## src/rtl/daf_pkg.sv

```systemverilog
`timescale 1ns/1ps
package daf_pkg;

  localparam int IDX_W = 4;
  localparam logic [31:0] CRC_POLY_REFL = 32'hEDB8_8320;
  localparam logic [31:0] CRC_PRESET    = 32'hFFFF_FFFF;

  typedef enum logic [2:0] {
    RSN_IDLE     = 3'd0,
    RSN_OFF      = 3'd1,
    RSN_PROMISC  = 3'd2,
    RSN_STATION  = 3'd3,
    RSN_BCAST    = 3'd4,
    RSN_HASH     = 3'd5,
    RSN_HASHMISS = 3'd6,
    RSN_NOMATCH  = 3'd7
  } reason_e;

  typedef struct packed {
    logic             clearAcc;
    logic             takeByte;
    logic             lastByte;
    logic [IDX_W-1:0] byteIdx;
  } ctrl_strobes_t;

  // One byte of the shift-right CRC, least significant bit first.
  function automatic logic [31:0] crcStep(input logic [31:0] crcIn,
                                          input logic [7:0]  dataIn);
    logic [31:0] c;
    c = crcIn ^ {24'h0, dataIn};
    for (int k = 0; k < 8; k++) begin
      c = c[0] ? ((c >> 1) ^ CRC_POLY_REFL) : (c >> 1);
    end
    return c;
  endfunction

endpackage

```

## src/rtl/daf_ctrl.sv

```systemverilog
`timescale 1ns/1ps
module daf_ctrl
  import daf_pkg::*;
#(
  parameter int ADDR_BYTES = 6
) (
  input  logic          clk,
  input  logic          rstN,
  input  logic          byteValid,
  input  logic          firstByte,
  output ctrl_strobes_t strb,
  output logic          decValid
);

  localparam logic [IDX_W-1:0] LAST_IDX = IDX_W'(ADDR_BYTES - 1);
  localparam logic             ONE_BYTE = (ADDR_BYTES == 1);

  logic [IDX_W-1:0] byteCnt;
  logic             collecting;

  always_comb begin
    strb = '0;
    if (byteValid && firstByte) begin
      strb.clearAcc = 1'b1;
      strb.takeByte = 1'b1;
      strb.byteIdx  = '0;
      strb.lastByte = ONE_BYTE;
    end else if (byteValid && collecting) begin
      strb.takeByte = 1'b1;
      strb.byteIdx  = byteCnt;
      strb.lastByte = (byteCnt == LAST_IDX);
    end
  end

  always_ff @(posedge clk or negedge rstN) begin
    if (!rstN) begin
      byteCnt    <= '0;
      collecting <= 1'b0;
      decValid   <= 1'b0;
    end else if (strb.clearAcc) begin
      byteCnt    <= IDX_W'(1);
      collecting <= !ONE_BYTE;
      decValid   <= ONE_BYTE;
    end else if (strb.takeByte) begin
      byteCnt <= byteCnt + 1'b1;
      if (strb.lastByte) begin
        collecting <= 1'b0;
        decValid   <= 1'b1;
      end
    end
  end

endmodule

```

## src/rtl/daf_datapath.sv

```systemverilog
`timescale 1ns/1ps
module daf_datapath
  import daf_pkg::*;
#(
  parameter int ADDR_BYTES = 6,
  parameter int WORD_W     = 16,
  parameter int HASH_IDX_W = 6
) (
  input  logic                                     clk,
  input  logic                                     rstN,
  input  ctrl_strobes_t                            strb,
  input  logic [7:0]                               byteData,
  input  logic                                     rxEnable,
  input  logic                                     promiscEn,
  input  logic                                     hashEn,
  input  logic [ADDR_BYTES*8/WORD_W-1:0][WORD_W-1:0] stationWords,
  input  logic [(1<<HASH_IDX_W)/WORD_W-1:0][WORD_W-1:0] hashWords,
  output logic                                     accept,
  output reason_e                                  reason
);

  localparam int BPW       = WORD_W / 8;
  localparam int BIT_W     = $clog2(WORD_W);
  localparam int SEL_W     = HASH_IDX_W - BIT_W;
  localparam int EXP_SLOTS = 1 << IDX_W;

  // Expected station byte per position, unpacked from the word layout.
  logic [7:0] expByte [EXP_SLOTS];
  for (genvar g = 0; g < EXP_SLOTS; g++) begin : g_exp
    if (g < ADDR_BYTES) begin : g_live
      assign expByte[g] = stationWords[g / BPW][WORD_W-1-8*(g % BPW) -: 8];
    end else begin : g_pad
      assign expByte[g] = 8'h00;
    end
  end

  logic [31:0]           crcReg, crcBase, crcNext;
  logic                  staOk, staBase, staNext;
  logic                  bcOk, bcBase, bcNext;
  logic [HASH_IDX_W-1:0] hashIdx;
  logic                  hashHit;
  reason_e               rsnNext;

  always_comb begin
    crcBase = strb.clearAcc ? CRC_PRESET : crcReg;
    staBase = strb.clearAcc ? 1'b1 : staOk;
    bcBase  = strb.clearAcc ? 1'b1 : bcOk;
    crcNext = crcStep(crcBase, byteData);
    staNext = staBase && (byteData == expByte[strb.byteIdx]);
    bcNext  = bcBase && (byteData == 8'hFF);
  end

  assign hashIdx = crcNext[31 -: HASH_IDX_W];
  assign hashHit = hashWords[hashIdx[HASH_IDX_W-1 -: SEL_W]][hashIdx[BIT_W-1:0]];

  // Rule chain in priority order.
  always_comb begin
    if (!rxEnable)      rsnNext = RSN_OFF;
    else if (promiscEn) rsnNext = RSN_PROMISC;
    else if (staNext)   rsnNext = RSN_STATION;
    else if (bcNext)    rsnNext = RSN_BCAST;
    else if (hashEn)    rsnNext = hashHit ? RSN_HASH : RSN_HASHMISS;
    else                rsnNext = RSN_NOMATCH;
  end

  always_ff @(posedge clk or negedge rstN) begin
    if (!rstN) begin
      crcReg <= CRC_PRESET;
      staOk  <= 1'b0;
      bcOk   <= 1'b0;
    end else if (strb.takeByte) begin
      crcReg <= crcNext;
      staOk  <= staNext;
      bcOk   <= bcNext;
    end
  end

  always_ff @(posedge clk or negedge rstN) begin
    if (!rstN) begin
      reason <= RSN_IDLE;
      accept <= 1'b0;
    end else if (strb.lastByte) begin
      reason <= rsnNext;
      accept <= (rsnNext inside {RSN_PROMISC, RSN_STATION, RSN_BCAST, RSN_HASH});
    end else if (strb.clearAcc) begin
      reason <= RSN_IDLE;
      accept <= 1'b0;
    end
  end

endmodule

```

## src/rtl/dest_addr_filter.sv

```systemverilog
`timescale 1ns/1ps
module dest_addr_filter
  import daf_pkg::*;
#(
  parameter int ADDR_BYTES = 6,
  parameter int WORD_W     = 16,
  parameter int HASH_IDX_W = 6
) (
  input  logic                                          clk,
  input  logic                                          rstN,
  input  logic                                          byteValid,
  input  logic                                          firstByte,
  input  logic [7:0]                                    byteData,
  input  logic                                          rxEnable,
  input  logic                                          promiscEn,
  input  logic                                          hashEn,
  input  logic [ADDR_BYTES*8/WORD_W-1:0][WORD_W-1:0]    stationWords,
  input  logic [(1<<HASH_IDX_W)/WORD_W-1:0][WORD_W-1:0] hashWords,
  output logic                                          decValid,
  output logic                                          accept,
  output logic [2:0]                                    reason
);

  ctrl_strobes_t strb;
  reason_e       rsnInt;

  daf_ctrl #(.ADDR_BYTES(ADDR_BYTES)) u_ctrl (
    .clk       (clk),
    .rstN      (rstN),
    .byteValid (byteValid),
    .firstByte (firstByte),
    .strb      (strb),
    .decValid  (decValid)
  );

  daf_datapath #(
    .ADDR_BYTES (ADDR_BYTES),
    .WORD_W     (WORD_W),
    .HASH_IDX_W (HASH_IDX_W)
  ) u_dp (
    .clk          (clk),
    .rstN         (rstN),
    .strb         (strb),
    .byteData     (byteData),
    .rxEnable     (rxEnable),
    .promiscEn    (promiscEn),
    .hashEn       (hashEn),
    .stationWords (stationWords),
    .hashWords    (hashWords),
    .accept       (accept),
    .reason       (rsnInt)
  );

  assign reason = rsnInt;

endmodule

```

## config.mk

```make
export PLATFORM = sky130hd
export DESIGN_NAME = dest_addr_filter
export DESIGN_NICKNAME = d
export VERILOG_FILES = /design/src/rtl/daf_pkg.sv /design/src/rtl/daf_ctrl.sv /design/src/rtl/daf_datapath.sv /design/src/rtl/dest_addr_filter.sv
export SDC_FILE = /design/constraint.sdc
export NUM_CORES = 1
export LEC_CHECK = 0
export BUFFER_PORTS_ARGS = -buffer_cell sky130_fd_sc_hd__buf_2
export CORE_MARGIN = 4
export CORE_UTILIZATION = 47
export CTS_CLUSTER_DIAMETER = 200
export DETAILED_ROUTE_END_ITERATION = 10
export PLACE_DENSITY = 0.78
export SLEW_MARGIN = 0
export SYNTH_ARGS = -nofsm -noshare
export SYNTH_HDL_FRONTEND = slang
export SYNTH_SLANG_ARGS = --single-unit
export TNS_END_PERCENT = 5
```

## constraint.sdc

```tcl
create_clock -name clk -period 3.2 [get_ports clk]
set_input_delay 0.32 -clock clk [delete_from_list [all_inputs] [get_ports clk]]
set_output_delay 0.32 -clock clk [all_outputs]
set_load 0.05 [all_outputs]
```

==> metrics list <==
- Slowest stage delay, CP: 0.56 ns
- Setup crit start kind: register
- During synthesis, Yosys emitted a total of 0 warnings.
* DP Area: 0.00498 mm2
- After detailed routing, the average wire length per cell comes to 17.2 um.
* Overall routed net length: 12300 um
- In the synthesized netlist the async set-or-reset flop fraction comes to 1.00.
- Met2 GRT Util: 0.435
* P_leak: 0.00227 uW
- Number of hold violations in the final report: 0
- Source-to-sink clock delay at the later pin of the worst-skew pair: 0.31 ns
- Cts hold-fix bufs: 0
- Register bit count reported by yosys: 44
- Clock skew after layout: 0.00944 ns
- The worst setup path is of the reg2reg kind.
- Relative to the synthesized area, the layout overhead comes to 23.9%.
* Horiz. Die Dim: 102 um
* Gp weighted congestion: 0.911
- Count of buffers from port buffering: 131
* Dominant cell by count in the synthesized netlist: xnor2_1
- Count of placed standard cells including taps: 702
- The min-delay analysis places its worst path in the category in2async.
* Global Route met3 Usage: 0.0362
- Once detailed placement completed, the half-perimeter wirelength came to 9490 um.
* Buffer type at the clock tree root: clkbuf_8
- Inserted Clock Buffers: 5
- Setup violations remaining at the end of the flow were counted as 0.
* Number of search-and-repair iterations in the first detailed-routing pass: 4
* Avg Synthesized Cell Area: 8.77 um2
* All-Layer GR Usage: 0.243
* Max Transition Viols Final: 0
- Initial antenna violation count: 0
- H-tree levels: 2
* Worst Reg-to-Reg Cells: 10
* DRC violations left: 0
- EDFF count, synth: 0
- The net count of the finished layout is 734.
* Worst slew slack as a fraction of its limit: 0.345
- Die height: 102 um
* TritonCTS clock tree: built
- Final instance area: 0.00515 mm2
- Type of element capturing the critical path: register
* Number of antenna-violating nets in the routed design: 0
- Number of design-rule violations left by the first detailed-router iteration: 241
- Clk slew on worst S/H paths: 0.09 ns
- The clock passes through at most 2 buffers.
- Fill cells: 809
* Post-synthesis net count: 603
* Synthesized instance count: 474
- The core region is 0.00868 mm2.
- Of all nets on the critical path, the largest fanout is 5.
- For this configuration, the core starts out at a cell density of 0.479.
- Commonest register cell after synthesis: dfstp_2
* CTS sink cnt: 44
* Maximum number of pins on one net before global-route repair: 56
- Maxcap violations: 0
* Maximum VDD drop: 1.24 mV
- Yosys cell types: 62
- Period Utilization, post-route: 0.963
- The via count of the first global-routing pass came to 4385.
- The cell area that synthesis handed to floorplanning was 0.00416 mm2.
- The initialized floorplan defines 34 standard-cell rows.
- Final cell count without fillers: 714
* Slowest cell on the critical path: dfstp_2
- Cells along the critical path: xnor2_1 -> nor2_4 -> xor2_4 -> mux4_2 -> and2_0 -> o32a_1 -> o221ai_2 -> nand2_1 -> a2111oi_2 -> nor4_1
- Power density over the cells: 1320 mW/mm2
- DIE AREA: 0.0104 mm2
* Slew at the pin closest to its max-slew limit: 0.983 ns
- The synthesized design spends more area on one cell type than any other, namely dfstp_2.
- The routed design could run at a clock period as short as 3.08 ns.
* Required time of the worst setup path: 3.37 ns
- The run finished with clean final reports.
* Fraction of final layout cells with drive strength greater than 1: 0.393
- The share of synthesized area in the top cell type comes to 0.202.
- Most frequent cells after synthesis: xnor2_1, nor2_1, nand2_1, a21oi_1, dfstp_2
- Congestion Overflow GR: 0
* Critical path data arrival time: 3.25 ns
- Diodes inserted: 0
* GR Layer Usage met1: 0.303
* Total I/O pin count: 132
- In the routed layout, each cell is associated on average with a via count of 5.78.
- At the end of the flow the core is filled with cells to 0.594.
- The share of the Yosys chip area taken by registers is 0.274.
- Timing-limited maximum frequency: 325 MHz
* Post-layout power: 6800 uW
- By area the synthesized netlist is led by dfstp_2, xnor2_1, dfrtp_1, mux4_2, a21oi_1.
- The global routing stage identified its most utilized layer as met2.
- Vias: 4125
* First-pass GRT wire length: 20300 um
==> layout make-up <==
cell class                 instances  area, um2  share of cell area
multi-input combinational        387       2840               0.551
tap                              108        135              0.0262
inverter                           4       15.0             0.00291
timing repair buffer             163        911               0.177
clock inverter                     3       45.0             0.00874
clock buffer                       5       68.8              0.0134
sequential                        44       1140               0.221
==> layout by cell type (no fill, tap or decap), types with 3 or more instances in the layout <==
| cell | netlist | layout |
|---|---|---|
| buf_2 | 11 | 131 |
| xnor2_1 | 56 | 55 |
| nor2_1 | 52 | 52 |
| nand2_1 | 50 | 50 |
| a21oi_1 | 44 | 44 |
| dfstp_2 | 32 | 32 |
| buf_4 | 3 | 29 |
| o22ai_1 | 21 | 21 |
| a22oi_1 | 18 | 18 |
| o21ai_0 | 18 | 18 |
| mux2i_1 | 17 | 17 |
| dfrtp_1 | 12 | 12 |
| xor2_1 | 12 | 11 |
| mux2_2 | 10 | 10 |
| mux4_2 | 10 | 10 |
| nor2b_1 | 6 | 6 |
| nand3_1 | 5 | 5 |
| clkbuf_8 | 0 | 5 |
| inv_1 | 4 | 4 |
| and2_1 | 4 | 4 |
| a31oi_1 | 4 | 4 |
| a32oi_1 | 4 | 4 |
| nor4_1 | 4 | 4 |
| nand4_1 | 4 | 4 |
| xnor3_1 | 4 | 3 |
| nor3_1 | 3 | 3 |
| nand2b_1 | 3 | 3 |
| a211oi_1 | 3 | 3 |
==> worst paths after layout <==
check	startpoint	to	slack, ns
hold / removal	rstN	u_dp.staOk	0.18
max in group asynchronous	rstN	u_ctrl.byteCnt[1]	2.43
hold reg to reg	u_dp.crcReg[31]	u_dp.crcReg[31]	0.46
setup / recovery	u_dp.crcReg[6]	u_dp.accept	0.12
min in group clk	rxEnable	u_dp.reason[0]	0.23
setup reg to reg	u_dp.crcReg[6]	u_dp.accept	0.12
==> state kept, by name, summed over array words and instances (netlist names) <==
signal / count
u_dp.crcReg: 32
u_ctrl.byteCnt: 4
u_dp.reason: 3
u_ctrl.collecting: 1
u_ctrl.decValid: 1
u_dp.accept: 1
u_dp.bcOk: 1
u_dp.staOk: 1
==> per-stage QoR <==
step / setup TNS (ns) / setup WS [ns] / hold WS, ns
floorplan: 0 / 0.165 / 0.0244
CTS: 0 / 0.0905 / 0.203
detailed placement: 0 / 0.115 / 0.454
global placement: 0 / 0.214 / 0.442
global route: -0.00684 / -0.00684 / 0.235
finish: 0 / 0.119 / 0.182
==> what timing repair did <==
| item | 4_1_cts | 5_1_grt |
|---|---|---|
| gates resized for setup | 0 | 6 |
| buffers inserted | 0 | 4 |
| endpoints found under the setup margin | 0 | 1 |
==> power by group <==
group	total, uW	internal, uW	leakage (uW)	switching (uW)
clock	447	236	0.0000591	211
sequential	1240	988	0.000492	256
combinational	5110	2440	0.00172	2670
total	6800	3660	0.00227	3140
==> metal layers <==
metal,up-vias,wire [um]
met4,0,236
met5,-,0
li1,1952,-
met2,187,6260
met1,1966,4910
met3,20,874
==> cells by family (layout without fill, tap and decap cells) <==
kind of cell / after synthesis / in the layout / synth area share
compound gates: 131 / 131 / 0.205
xor+xnor: 78 / 78 / 0.197
fa+ha+maj: 2 / 2 / 0.00602
buf+inv: 43 / 175 / 0.0472
flops: 44 / 44 / 0.274
mux: 37 / 37 / 0.122
simple gates: 139 / 139 / 0.148
==> worst max-delay path: cells and delay by family, from the launching register on <==
kind,cells,cell delay (ns)
AO/OA/AOI/OAI,3,0.89
AND/OR/NAND/NOR,4,0.57
flip-flops,1,0.56
multiplexers,1,0.54
XOR/XNOR,2,0.40
(Power assumes the default switching activity.)
